--- config.mk ---
export PLATFORM = sky130hd
export DESIGN_NAME = pwr_gate_seq
export DESIGN_NICKNAME = d
export VERILOG_FILES = /design/src/rtl/pgs_pkg.sv /design/src/rtl/pgs_regs.sv /design/src/rtl/pgs_delay.sv /design/src/rtl/pgs_fsm.sv /design/src/rtl/pwr_gate_seq.sv
export SDC_FILE = /design/constraint.sdc
export NUM_CORES = 1
export LEC_CHECK = 0
export BUFFER_PORTS_ARGS = -buffer_cell sky130_fd_sc_hd__buf_2
export CORE_ASPECT_RATIO = 0.9
export CORE_UTILIZATION = 40
export DETAILED_ROUTE_END_ITERATION = 16
export PLACE_DENSITY = 0.78
export SYNTH_ARGS = -nofsm -noshare
export SYNTH_HDL_FRONTEND = slang
export SYNTH_SLANG_ARGS = --single-unit
--- constraint.sdc ---
create_clock -name clk -period 3.1 [get_ports clk]
set_clock_uncertainty 0.05 [all_clocks]
set_input_delay 0.155 -clock clk [delete_from_list [all_inputs] [get_ports clk]]
set_output_delay 0.155 -clock clk [all_outputs]
set_load 0.02 [all_outputs]
--- src/rtl/pgs_pkg.sv ---
package pgs_pkg;

   typedef enum logic [2:0] {
      ST_ON          = 3'd0,
      ST_ISO_WAIT    = 3'd1,
      ST_SWOFF_WAIT  = 3'd2,
      ST_OFF         = 3'd3,
      ST_SWON_WAIT   = 3'd4,
      ST_ISOREL_WAIT = 3'd5
   } pgs_state_e;

   typedef enum logic [1:0] {
      DSEL_DN_ISO = 2'd0,
      DSEL_DN_SW  = 2'd1,
      DSEL_UP_SW  = 2'd2,
      DSEL_UP_ISO = 2'd3
   } pgs_dsel_e;

   localparam int unsigned WIDX_CTRL = 0;
   localparam int unsigned WIDX_UP   = 1;
   localparam int unsigned WIDX_DN   = 2;
   localparam int unsigned WIDX_STAT = 3;
   localparam int unsigned HI_LSB    = 8;

endpackage

--- src/rtl/pgs_regs.sv ---
module pgs_regs
   import pgs_pkg::*;
#(
   parameter int unsigned DATA_W = 32,
   parameter int unsigned ADDR_W = 4,
   parameter int unsigned DLY_W  = 6
) (
   input  logic              clk,
   input  logic              rst_n,
   input  logic              wr_en,
   input  logic [ADDR_W-1:0] addr,
   input  logic [DATA_W-1:0] wdata,
   output logic [DATA_W-1:0] rdata,
   input  logic              stat_set,
   input  logic              stat_clr,
   output logic              pd_enable,
   output logic [DLY_W-1:0]  up_sw,
   output logic [DLY_W-1:0]  up_iso,
   output logic [DLY_W-1:0]  dn_iso,
   output logic [DLY_W-1:0]  dn_sw
);

   localparam int unsigned IDX_W = ADDR_W - 2;

   logic [IDX_W-1:0] widx;
   logic             ctrl_q;
   logic [DLY_W-1:0] up_sw_q, up_iso_q, dn_iso_q, dn_sw_q;
   logic             stat_q;
   logic             unused_bits;

   assign widx        = addr[ADDR_W-1:2];
   assign unused_bits = ^{addr[1:0], wdata};

   function automatic logic [DATA_W-1:0] pack_pair(input logic [DLY_W-1:0] lo,
                                                   input logic [DLY_W-1:0] hi);
      logic [DATA_W-1:0] v;
      v = '0;
      v[DLY_W-1:0]               = lo;
      v[HI_LSB+DLY_W-1:HI_LSB]   = hi;
      return v;
   endfunction

   always_ff @(posedge clk or negedge rst_n) begin
      if (!rst_n) begin
         ctrl_q   <= 1'b0;
         up_sw_q  <= '0;
         up_iso_q <= '0;
         dn_iso_q <= '0;
         dn_sw_q  <= '0;
      end else if (wr_en) begin
         if (widx == IDX_W'(WIDX_CTRL)) ctrl_q <= wdata[0];
         if (widx == IDX_W'(WIDX_UP)) begin
            up_sw_q  <= wdata[DLY_W-1:0];
            up_iso_q <= wdata[HI_LSB+DLY_W-1:HI_LSB];
         end
         if (widx == IDX_W'(WIDX_DN)) begin
            dn_iso_q <= wdata[DLY_W-1:0];
            dn_sw_q  <= wdata[HI_LSB+DLY_W-1:HI_LSB];
         end
      end
   end

   // Hardware events take precedence over a software clear in the same cycle.
   always_ff @(posedge clk or negedge rst_n) begin
      if (!rst_n)
         stat_q <= 1'b0;
      else if (stat_set)
         stat_q <= 1'b1;
      else if (stat_clr)
         stat_q <= 1'b0;
      else if (wr_en && widx == IDX_W'(WIDX_STAT) && wdata[0])
         stat_q <= 1'b0;
   end

   always_comb begin
      rdata = '0;
      case (widx)
         IDX_W'(WIDX_CTRL): rdata[0] = ctrl_q;
         IDX_W'(WIDX_UP):   rdata    = pack_pair(up_sw_q, up_iso_q);
         IDX_W'(WIDX_DN):   rdata    = pack_pair(dn_iso_q, dn_sw_q);
         IDX_W'(WIDX_STAT): rdata[0] = stat_q;
         default:           rdata    = '0;
      endcase
   end

   assign pd_enable = ctrl_q;
   assign up_sw     = up_sw_q;
   assign up_iso    = up_iso_q;
   assign dn_iso    = dn_iso_q;
   assign dn_sw     = dn_sw_q;

endmodule

--- src/rtl/pgs_delay.sv ---
module pgs_delay #(
   parameter int unsigned DLY_W = 6
) (
   input  logic             clk,
   input  logic             rst_n,
   input  logic             load,
   input  logic [DLY_W-1:0] ld_val,
   input  logic             step,
   output logic             zero
);

   logic [DLY_W-1:0] cnt_q;

   always_ff @(posedge clk or negedge rst_n) begin
      if (!rst_n)
         cnt_q <= '0;
      else if (load)
         cnt_q <= ld_val;
      else if (step && cnt_q != '0)
         cnt_q <= cnt_q - 1'b1;
   end

   assign zero = (cnt_q == '0);

endmodule

--- src/rtl/pgs_fsm.sv ---
module pgs_fsm
   import pgs_pkg::*;
(
   input  logic      clk,
   input  logic      rst_n,
   input  logic      step,
   input  logic      zero,
   input  logic      pdn_req,
   input  logic      pup_req,
   input  logic      pd_enable,
   output logic      load,
   output pgs_dsel_e dsel,
   output logic      iso,
   output logic      sw_on,
   output logic      ready,
   output logic      stat_set,
   output logic      stat_clr
);

   pgs_state_e state_q, state_d;
   logic       iso_q, iso_d;
   logic       sw_q, sw_d;
   logic       skip_q, skip_d;   // captured enable of the current cycle, inverted
   logic       expire;

   assign expire = step && zero;

   always_comb begin
      state_d  = state_q;
      iso_d    = iso_q;
      sw_d     = sw_q;
      skip_d   = skip_q;
      load     = 1'b0;
      dsel     = DSEL_DN_ISO;
      stat_set = 1'b0;
      stat_clr = 1'b0;
      case (state_q)
         ST_ON: begin
            if (pdn_req && !skip_q) begin
               if (pd_enable) begin
                  state_d = ST_ISO_WAIT;
                  load    = 1'b1;
                  dsel    = DSEL_DN_ISO;
               end else begin
                  skip_d   = 1'b1;
                  stat_clr = 1'b1;
               end
            end else if (pup_req && skip_q) begin
               skip_d = 1'b0;
            end
         end
         ST_ISO_WAIT: begin
            if (expire) begin
               iso_d   = 1'b1;
               state_d = ST_SWOFF_WAIT;
               load    = 1'b1;
               dsel    = DSEL_DN_SW;
            end
         end
         ST_SWOFF_WAIT: begin
            if (expire) begin
               sw_d     = 1'b0;
               state_d  = ST_OFF;
               stat_set = 1'b1;
            end
         end
         ST_OFF: begin
            if (pup_req) begin
               state_d = ST_SWON_WAIT;
               load    = 1'b1;
               dsel    = DSEL_UP_SW;
            end
         end
         ST_SWON_WAIT: begin
            if (expire) begin
               sw_d    = 1'b1;
               state_d = ST_ISOREL_WAIT;
               load    = 1'b1;
               dsel    = DSEL_UP_ISO;
            end
         end
         ST_ISOREL_WAIT: begin
            if (expire) begin
               iso_d   = 1'b0;
               state_d = ST_ON;
            end
         end
         default: begin
            state_d = ST_ON;
            iso_d   = 1'b0;
            sw_d    = 1'b1;
            skip_d  = 1'b0;
         end
      endcase
   end

   always_ff @(posedge clk or negedge rst_n) begin
      if (!rst_n) begin
         state_q <= ST_ON;
         iso_q   <= 1'b0;
         sw_q    <= 1'b1;
         skip_q  <= 1'b0;
      end else begin
         state_q <= state_d;
         iso_q   <= iso_d;
         sw_q    <= sw_d;
         skip_q  <= skip_d;
      end
   end

   assign iso   = iso_q;
   assign sw_on = sw_q;
   assign ready = (state_q == ST_ON);

endmodule

--- src/rtl/pwr_gate_seq.sv ---
module pwr_gate_seq
   import pgs_pkg::*;
#(
   parameter int unsigned DATA_W   = 32,
   parameter int unsigned ADDR_W   = 4,
   parameter int unsigned DLY_W    = 6,
   parameter bit          USE_TICK = 1'b1
) (
   input  logic              clk,
   input  logic              rst_n,
   input  logic              tick,
   input  logic              pdn_req,
   input  logic              pup_req,
   input  logic              reg_wr,
   input  logic [ADDR_W-1:0] reg_addr,
   input  logic [DATA_W-1:0] reg_wdata,
   output logic [DATA_W-1:0] reg_rdata,
   output logic              iso,
   output logic              sw_on,
   output logic              ready
);

   localparam int unsigned FIELD_TOP = HI_LSB + DLY_W;

   if (DLY_W < 1 || DLY_W > HI_LSB) begin : g_bad_dly
      $error("pwr_gate_seq: DLY_W must lie in 1..8");
   end
   if (DATA_W < FIELD_TOP) begin : g_bad_data
      $error("pwr_gate_seq: DATA_W too narrow for the delay fields");
   end
   if (ADDR_W < 4) begin : g_bad_addr
      $error("pwr_gate_seq: ADDR_W must be at least 4");
   end

   logic             step;
   logic             zero, load;
   pgs_dsel_e        dsel;
   logic             pd_enable, stat_set, stat_clr;
   logic [DLY_W-1:0] up_sw, up_iso, dn_iso, dn_sw;
   logic [DLY_W-1:0] ld_val;

   if (USE_TICK) begin : g_tick
      assign step = tick;
   end else begin : g_free
      logic unused_tick;
      assign unused_tick = tick;
      assign step        = 1'b1;
   end

   always_comb begin
      case (dsel)
         DSEL_DN_ISO: ld_val = dn_iso;
         DSEL_DN_SW:  ld_val = dn_sw;
         DSEL_UP_SW:  ld_val = up_sw;
         default:     ld_val = up_iso;
      endcase
   end

   pgs_regs #(.DATA_W(DATA_W), .ADDR_W(ADDR_W), .DLY_W(DLY_W)) u_regs (
      .clk       (clk),
      .rst_n     (rst_n),
      .wr_en     (reg_wr),
      .addr      (reg_addr),
      .wdata     (reg_wdata),
      .rdata     (reg_rdata),
      .stat_set  (stat_set),
      .stat_clr  (stat_clr),
      .pd_enable (pd_enable),
      .up_sw     (up_sw),
      .up_iso    (up_iso),
      .dn_iso    (dn_iso),
      .dn_sw     (dn_sw)
   );

   pgs_delay #(.DLY_W(DLY_W)) u_delay (
      .clk    (clk),
      .rst_n  (rst_n),
      .load   (load),
      .ld_val (ld_val),
      .step   (step),
      .zero   (zero)
   );

   pgs_fsm u_fsm (
      .clk       (clk),
      .rst_n     (rst_n),
      .step      (step),
      .zero      (zero),
      .pdn_req   (pdn_req),
      .pup_req   (pup_req),
      .pd_enable (pd_enable),
      .load      (load),
      .dsel      (dsel),
      .iso       (iso),
      .sw_on     (sw_on),
      .ready     (ready),
      .stat_set  (stat_set),
      .stat_clr  (stat_clr)
   );

endmodule

Word-level counts from Yosys, hierarchy flattened
Cells that the tools add are included.
{"block": "totals", "reg_bits": 38, "in_bits": 42}
{"block": "op_classes", "add_sub_neg": 1, "n_eq_ne": 19, "n_mux": 37, "n_bitwise": 3, "n_reduce_logical": 25}
{"cell": "13-bit case mux with 2 select lines", "count": 1}
{"cell": "3-bit two-way mux", "count": 7}
{"cell": "3-bit case mux with 6 select lines", "count": 1}
{"cell": "6-bit case mux with 3 select lines", "count": 1}
{"cell": "1-bit two-way mux", "count": 17}
{"cell": "6-bit two-way mux", "count": 2}
{"cell": "2-bit by 1-bit inequality test with 1-bit output (second input constant)", "count": 6}
{"cell": "1-bit case mux with 3 select lines", "count": 3}
{"cell": "3-bit AND reduction", "count": 3}
{"cell": "4-bit OR reduction", "count": 2}
{"cell": "7-bit AND reduction", "count": 1}
{"cell": "2-bit equality test (second input constant)", "count": 3}
{"cell": "3-bit by 2-bit equality test with 1-bit output (second input constant)", "count": 2}
{"cell": "3-bit equality test (second input constant)", "count": 2}
{"cell": "1-bit logical AND", "count": 6}
{"cell": "6-bit zero test", "count": 1}
{"cell": "2-bit case mux with 3 select lines", "count": 1}
{"cell": "2-bit AND reduction", "count": 3}
{"cell": "6-bit nonzero test", "count": 1}
{"cell": "6-bit by 1-bit subtractor with 6-bit output (second input constant)", "count": 1}
{"cell": "5-bit OR reduction", "count": 1}
{"cell": "2-bit by 1-bit equality test with 1-bit output (second input constant)", "count": 2}
{"cell": "2-bit zero test", "count": 2}
{"cell": "2-bit two-way mux", "count": 2}
{"cell": "12 further kinds", "count": 14}

Longest topological paths before layout
Gate-level depths: netlist (run 1).
{"block": "logic_depth", "depth_word": 7, "ltp_mapped": 8, "mapped_depth_nobuf": 6}

Modules after synthesis
Synthesis (run 1) repeated with hierarchy kept, for this count alone.
{"block": "hier_totals", "hier_cells": 211, "area_unflattened_um2": 2421.1}
{"mod": "pgs_regs", "instances": 1, "cells_each": 115, "area_each_um2": 1476.4, "seq_area_each_um2": 650.6}
{"mod": "pgs_fsm", "instances": 1, "cells_each": 45, "area_each_um2": 402.9, "seq_area_each_um2": 151.4}
{"mod": "pgs_delay", "instances": 1, "cells_each": 44, "area_each_um2": 395.4, "seq_area_each_um2": 150.1}
{"mod": "pwr_gate_seq", "instances": 1, "cells_each": 7, "area_each_um2": 146.4, "seq_area_each_um2": 0.0}

Worst setup path before layout (run 1)
Ideal clock, no wire load.
{"block": "synth_path", "kind": "flip-flop to flip-flop", "start": "register u_delay.cnt_q[0]", "end": "register u_delay.cnt_q[4]", "t_arrival_ns": 2.226, "path_slack_ns": 0.704, "stages_incl_launch_ff": 9, "n_path_buf": 2, "period_less_slack_ns": 2.396, "path_cell_list": "dfrtp_1 > inv_1 > ha_1 > or4b_1 > buf_2 > o41a_1 > buf_6 > a221o_1 > a22o_1"}
{"block": "synth_via", "elab_chain_cells": 7, "word_cells_on_any_way": 17, "cone_classes": "add/sub: 1; eq/ne: 2; mux: 8; reduce/logical: 6"}
{"item": "start: declaration", "line": "pgs_delay.sv:12", "source": "logic [DLY_W-1:0] cnt_q;"}
{"item": "start signal: assignment", "line": "pgs_delay.sv:18", "source": "cnt_q <= ld_val;"}
{"item": "start signal: assignment", "line": "pgs_delay.sv:20", "source": "cnt_q <= cnt_q - 1'b1;"}
{"item": "6-bit zero test", "line": "pgs_delay.sv:23", "source": "assign zero = (cnt_q == '0);"}
{"item": "1-bit logical AND", "line": "pgs_fsm.sv:26", "source": "assign expire = step && zero;"}
{"item": "2-bit two-way mux or 1-bit two-way mux (tied branches)", "line": "pgs_fsm.sv:75, pgs_fsm.sv:53"}
{"item": "2-bit case mux with 3 select lines", "line": "pgs_fsm.sv:37", "source": "case (state_q)"}
{"item": "2-bit equality test, or another cell as far along", "line": "pwr_gate_seq.sv:51", "source": "case (dsel)"}
{"item": "6-bit case mux with 3 select lines", "line": "pwr_gate_seq.sv:51"}
{"item": "6-bit two-way mux", "line": "pgs_delay.sv:17", "source": "else if (load)"}
Parallel ways exist; a longest one is shown, timed or not. The select of a mux whose other input is x is not followed.
A chain may end at the register's enable or synchronous reset.

Worst setup path in the final report (run 1)
Ends and elaborated chain as after synthesis.

==> out/results.ini, run 1 <==
[status]
status = complete, no violations

[synth]
yosysSeqAreaShare = 0.406
synth_top_area_cell = dfrtp_1
synth_top_family_by_area = compound AO/OA/AOI/OAI gates
yosysWarnings = 0
synth_xor_area_frac = 0.0149
synthCells = 225
synth_fa_ha_area_frac = 0.0374
synth-compound-area-share = 0.174
synth-simple-area-share = 0.137
async_reset_ff_frac = 1.00
avgSynthCellArea_um2 = 10.4
synth-edff-count = 0
ys.flop_type = dfrtp_1
ys_ff_latch = 38
synth_cell_types = 47
post_synth_main_area_contributors = dfrtp_1 (40%), mux2_2 (12%), buf_4 (6.4%)
syn-cell-area_um2 = 2340
yosys-mux-area-fraction = 0.129
synth_top_area_share = 0.395

[drt]
wl_um = 5050
wl_per_cell_um = 15.4
ant_nets = 0
firstDrtPassIters = 4
drt_iter0_markers = 136
drc = 0
vias = 1810
viasPerCell = 5.54

[min_path]
whs_endpoint = u_regs.up_sw[2]
whs_path_depth = 2
hp-class = in -> reg
hold_start = reg_wdata[2]

[critical_path]
crit_type = reg -> reg
start_kind = register
cpPeakStageDelay_ns = 0.58
reg2regPathDepth = 7
end_kind = register
required_ns = 3.23
rrSetupSlack_ns = 0.53
r2r-end = u_delay.cnt_q[4]
cp_slowest_cell = o41ai_2
crit_arrival_ns = 2.70
crit_path_max_fanout = 8
cp_cell_sequence = inv_1 -> ha_1 -> or4b_1 -> buf_4 -> o41ai_2 -> nor2_1 -> a22o_1
reg2reg_from = u_delay.cnt_q[0]
startpoint = u_delay.cnt_q[0]

[floorplanning]
io-pin-count = 77
die_x_um = 82.7
die-area_um2 = 6170
core_um2 = 5660
die_y_um = 74.6
rows = 26
initial_core_util = 0.414

[placement]
portBuffers = 34
gp_congestion = 0.826
post-place-ws_ns = 0.563
place_area_um2 = 2480
hpwlAfterDp_um = 3710

[clocking]
h-tree-depth = 2
clk_pin_slew_ns = 0.08
post-cts-setup-buffers = 0
cts_resized = 0
clock_sinks = 38
cts_root_buf = clkbuf_8
clkLatencyLatePin_ns = 0.29
cts_buffers = 5
cts_tree = built
cts_max_path_buffers = 2
hold_buffers = 1

[sta]
setup-tns-final_ns = 0
final_hold_viol_count = 0
fin_ws_ns = 0.528
fin_crit_ns = 2.57
relSlewSlack = 0.435
max_freq_ghz = 0.389
worstMarginPinSlew_ns = 0.848
rsz0062_at_grt = false
slew_viol_final = 0
fin_crit_sh = 0.830
finalSetupViolCount = 0

[job]
maxCapViolCount = 0

[power]
leakage_nw = 1.20
power_mw = 1.79
peakVddDrop_v = 0.000334
p_per_area_nw_per_um2 = 693

[global_route]
grt_pass1_vias = 1642
grt-ovfl-total = 0
antenna_found_initial = 0
track_usage = 0.184
grt_pass1_wl_um = 8420
grt_start_max_net_pins = 39

[finish]
final_common_cell = dfrtp_1
mostFrequentLayoutCells = dfrtp_1 (37), buf_2 (34), mux2_2 (25)
final_area_um2 = 2590
drive_gt1_frac = 0.284
syn2layout_area_growth_pct = 10.5
insertedDiodeCount = 0
nNetsFinal = 305

==> area by class of cell <==
type                       instances  area (um^2)
clock buffer                       6         82.6
sequential                        38          952
multi-input combinational        166         1230
clock inverter                     2         12.5
timing repair buffer              37          195
fill                             536         3070
tap                               70         87.6
inverter                           8         30.0
==> cells in the mapped netlist (2+ instances only) <==
| cell | instances |
|---|---|
| a21o_1 | 6 |
| a21oi_1 | 4 |
| a221o_1 | 2 |
| a222oi_1 | 5 |
| a22o_1 | 2 |
| a22oi_1 | 12 |
| and2_1 | 3 |
| buf_4 | 20 |
| clkbuf_1 | 10 |
| dfrtp_1 | 37 |
| ha_1 | 7 |
| inv_1 | 8 |
| mux2_2 | 25 |
| mux2i_1 | 2 |
| nand2_1 | 12 |
| nand2b_1 | 2 |
| nand3_1 | 4 |
| nor2_1 | 2 |
| nor2b_1 | 14 |
| nor3_1 | 7 |
| nor4_1 | 2 |
| nor4b_1 | 2 |
| o211ai_1 | 2 |
| o21a_1 | 2 |
| o21ai_0 | 5 |
| o22ai_1 | 2 |
| o31ai_1 | 2 |
| o32a_1 | 2 |
| or4_1 | 2 |
| xnor2_1 | 2 |
| xor2_1 | 2 |
==> worst max-delay path, delay by kind of cell (launching register included) <==
family                   cells  cell delay (ns)
adder cells (fa/ha/maj)      1             0.18
flip-flops                   1             0.40
AO/OA/AOI/OAI                2             0.83
AND/OR/NAND/NOR              2             0.70
buffers and inverters        2             0.31
==> metal layers <==
layer	share of wire	vias up	global-route usage
met4	0.010	0	0.0632
met3	0.044	5	0.0291
met1	0.46	901	0.252
met5	0	-	0
met2	0.49	58	0.296
li1	-	846	-
==> flip-flops by register name, summed over array words and instances, names as in the netlist <==
| name | flops |
|---|---|
| u_regs.pd_enable | 1 |
| u_regs.up_iso | 6 |
| u_regs.dn_sw | 6 |
| u_regs.stat_q | 1 |
| u_regs.up_sw | 6 |
| u_regs.dn_iso | 6 |
| u_fsm.sw_on | 1 |
| u_fsm.state_q | 3 |
| u_delay.cnt_q | 6 |
| u_fsm.iso | 1 |
| u_fsm.skip_q | 1 |
==> metrics by stage <==
stage,cells,hold slack (ns),util
after floorplan,244,-0.191,-
after global placement,318,0.247,0.439
after detailed placement,318,0.255,0.439
after CTS,327,0.0439,0.457
after global routing,327,0.0539,0.457
final,327,0.0524,0.457
==> worst max path at each step <==
stage / slack [ns] / end
finish: 0.53 / u_delay.cnt_q[4]
global route: 0.40 / u_delay.cnt_q[2]
CTS: 0.55 / u_delay.cnt_q[4]
detailed placement: 0.56 / u_delay.cnt_q[4]
global placement: 0.64 / u_delay.cnt_q[4]
floorplan: 0.70 / u_delay.cnt_q[4]
==> power by group <==
| part | total [mW] | internal (mW) | switching, mW |
|---|---|---|---|
| Sequential | 0.766 | 0.622 | 0.145 |
| Combinational | 0.672 | 0.312 | 0.360 |
| Clock | 0.355 | 0.179 | 0.176 |
| Total | 1.79 | 1.11 | 0.681 |
==> cell families after synthesis <==
family / count (synthesis)
multiplexers: 27
other: 1
XOR/XNOR: 4
buffers and inverters: 40
AO/OA/AOI/OAI: 52
flip-flops: 38
AND/OR/NAND/NOR: 56
adder cells (fa/ha/maj): 7
(Power assumes the default switching activity.)
==> run 2: changes to the inputs <==
==> constraint.sdc (replaced) <==
create_clock -name clk -period 2.56 [get_ports clk]
set_clock_uncertainty 0.05 [all_clocks]
set_input_delay 0.128 -clock clk [delete_from_list [all_inputs] [get_ports clk]]
set_output_delay 0.128 -clock clk [all_outputs]
set_load 0.02 [all_outputs]
==> run 2 against run 1 <==
Against the previous run: combinational power up 30%; worst hold slack worse by 0.014 ns; global-route usage shrank 0.68 points; worst setup slack lost 0.41 ns; sequential power rose by 18%; routed wire length decreased by 1.1%; highest routed layer unchanged; clock power increased by 8.2%; die area stayed put; clock-buffer cell count rose by 1; critical path depth did not move; fmax up 5.3%.
==> out/results.ini, run 2 (synthesis gave the netlist of run 1 again) <==
[critical_path]
cp_slowest_cell = or4b_4
crit_arrival_ns = 2.57  ; -0.13 ns
end_kind = register
cp_cell_sequence = inv_1 -> ha_1 -> or4b_4 -> buf_4 -> or2_2 -> o32a_1 -> a22o_1
rrSetupSlack_ns = 0.12  ; -0.41 ns
cp_top_family = simple AND/OR/NAND/NOR gates
crit_type = reg -> reg
crit_path_max_fanout = 8  ; unchanged
cpPeakStageDelay_ns = 0.48  ; -0.10 ns
required_ns = 2.69  ; -0.54 ns
start_kind = register
critPathBufInv = 2  ; unchanged

[finish]
n_fill_cell = 556  ; +3.7%
final_common_cell = dfrtp_1
instances_no_fill = 332  ; +1.5%
nNetsFinal = 311  ; +2.0%
mostFrequentLayoutCells = dfrtp_1 (37), buf_2 (34), mux2_2 (25)
drive_gt1_frac = 0.294  ; +0.00985
regArea_um2 = 952  ; unchanged
syn2layout_area_growth_pct = 11.7
finalCoreUtilization = 0.463  ; +0.00531
insertedDiodeCount = 0  ; unchanged
multiInputGateArea_um2 = 1230  ; +0.31%

[clocking]
cts_root_buf = clkbuf_8
clock_sinks = 38  ; unchanged
clk_pin_slew_ns = 0.07  ; about the same
clkLatencyLatePin_ns = 0.29  ; about the same
cts_buffers = 5  ; unchanged
h-tree-depth = 2  ; unchanged
cts_max_path_buffers = 2  ; unchanged
cts_tree = built

[sta]
slew_viol_final = 0  ; unchanged
fin_crit_sh = 0.954  ; +0.124
final_hold_viol_count = 0  ; unchanged
holdWs_ns = 0.0381  ; -0.0143 ns
worstMarginPinSlew_ns = 0.849  ; +0.00153 ns
relSlewSlack = 0.434  ; -0.00102
fin_crit_ns = 2.44  ; -0.130 ns
setup-tns-final_ns = 0  ; unchanged
rsz0062_at_grt = false
max_freq_ghz = 0.410  ; +5.3%
finalSetupViolCount = 0  ; unchanged

[global_route]
grt_start_max_net_pins = 39  ; unchanged
track_usage = 0.177  ; -0.00678
grt-ovfl-total = 0  ; unchanged
grt_pass1_wl_um = 8230  ; -2.3%
grt_pass1_vias = 1638  ; -0.24%
antenna_found_initial = 0  ; unchanged

[drt]
viasPerCell = 5.55  ; +0.29%
wl_um = 5000  ; -1.1%
ant_nets = 0  ; unchanged
firstDrtPassIters = 7  ; +3
wl_per_cell_um = 15.0  ; -2.6%
drc = 0  ; unchanged
drt_iter0_markers = 212  ; +56%
vias = 1843  ; +1.8%

[floorplanning]
initial_core_util = 0.414  ; unchanged
die_x_um = 82.7  ; unchanged
rows = 26  ; unchanged
io-pin-count = 77  ; unchanged
die_y_um = 74.6  ; unchanged
core_um2 = 5660  ; unchanged
die-area_um2 = 6170  ; unchanged

[status]
status = complete, no violations

[placement]
hpwlAfterDp_um = 3660  ; -1.4%
portBuffers = 34  ; unchanged
dp.cells = 324  ; +1.9%
gp_congestion = 0.807  ; -2.3%

[power]
peakVddDrop_v = 0.000410  ; +23%
power_mw = 2.16  ; +21%
leakage_nw = 1.22  ; +1.9%
p_per_area_nw_per_um2 = 826  ; +19%

[min_path]
hp-class = in -> reg

[job]
maxCapViolCount = 0  ; unchanged

run 2: cell types whose count changed in the layout (fill, tap and decap cells not counted), sizes merged:
cell / delta
clkinv: -1
clkbuf: +1
clkinvlp: -1
buf: +6
run 2: cell type report:
cell class,count,area share
multi-input cells,166,0.471
flip-flops and latches,38,0.364
well taps,70,0.0334
repair buffers,43,0.0917
clock buffers,7,0.0291
inverters,8,0.0115
run 2: stage by stage:
step	area [um^2]	setup slack (ns)
2_1_floorplan	2410	0.164
5_1_grt	2620	0.0179
3_5_place_dp	2530	0.0985
6_report	2620	0.118
4_1_cts	2620	0.0871
3_3_place_gp	2530	0.133
run 2: repair_timing:
item,4_1_cts,5_1_grt
buffers inserted,0,0
hold buffers,1,0
hold endpoints to repair,37,0
setup endpoints to repair,0,2
gates resized for setup,0,1
run 2: metal layers:
| metal | track usage | share of wire | vias up | routed length [um] |
|---|---|---|---|---|
| li1 | - | - | 861 | - |
| met1 | 0.250 | 0.46 | 889 | 2300 |
| met2 | 0.280 | 0.47 | 85 | 2360 |
| met3 | 0.0267 | 0.054 | 8 | 272 |
| met4 | 0.0556 | 0.013 | 0 | 66 |
| met5 | 0 | 0 | - | 0 |
run 2: power breakdown:
part	total [mW]	switching (mW)	internal, mW
combinational	0.876	0.468	0.409
sequential	0.903	0.149	0.754
clock	0.384	0.197	0.187
total	2.16	0.813	1.35
run 2: worst paths after layout:
path / end / cells after the start / startpoint
min in group asynchronous: u_delay.cnt_q[2] / 2 / rst_n
setup reg to reg: u_delay.cnt_q[3] / 7 / u_delay.cnt_q[1]
hold / removal: u_regs.up_sw[4] / 2 / reg_wdata[4]
hold reg to reg: u_fsm.sw_on / 2 / u_fsm.sw_on
max in group asynchronous: u_regs.stat_q / 2 / rst_n
setup / recovery: u_delay.cnt_q[3] / 7 / u_delay.cnt_q[1]
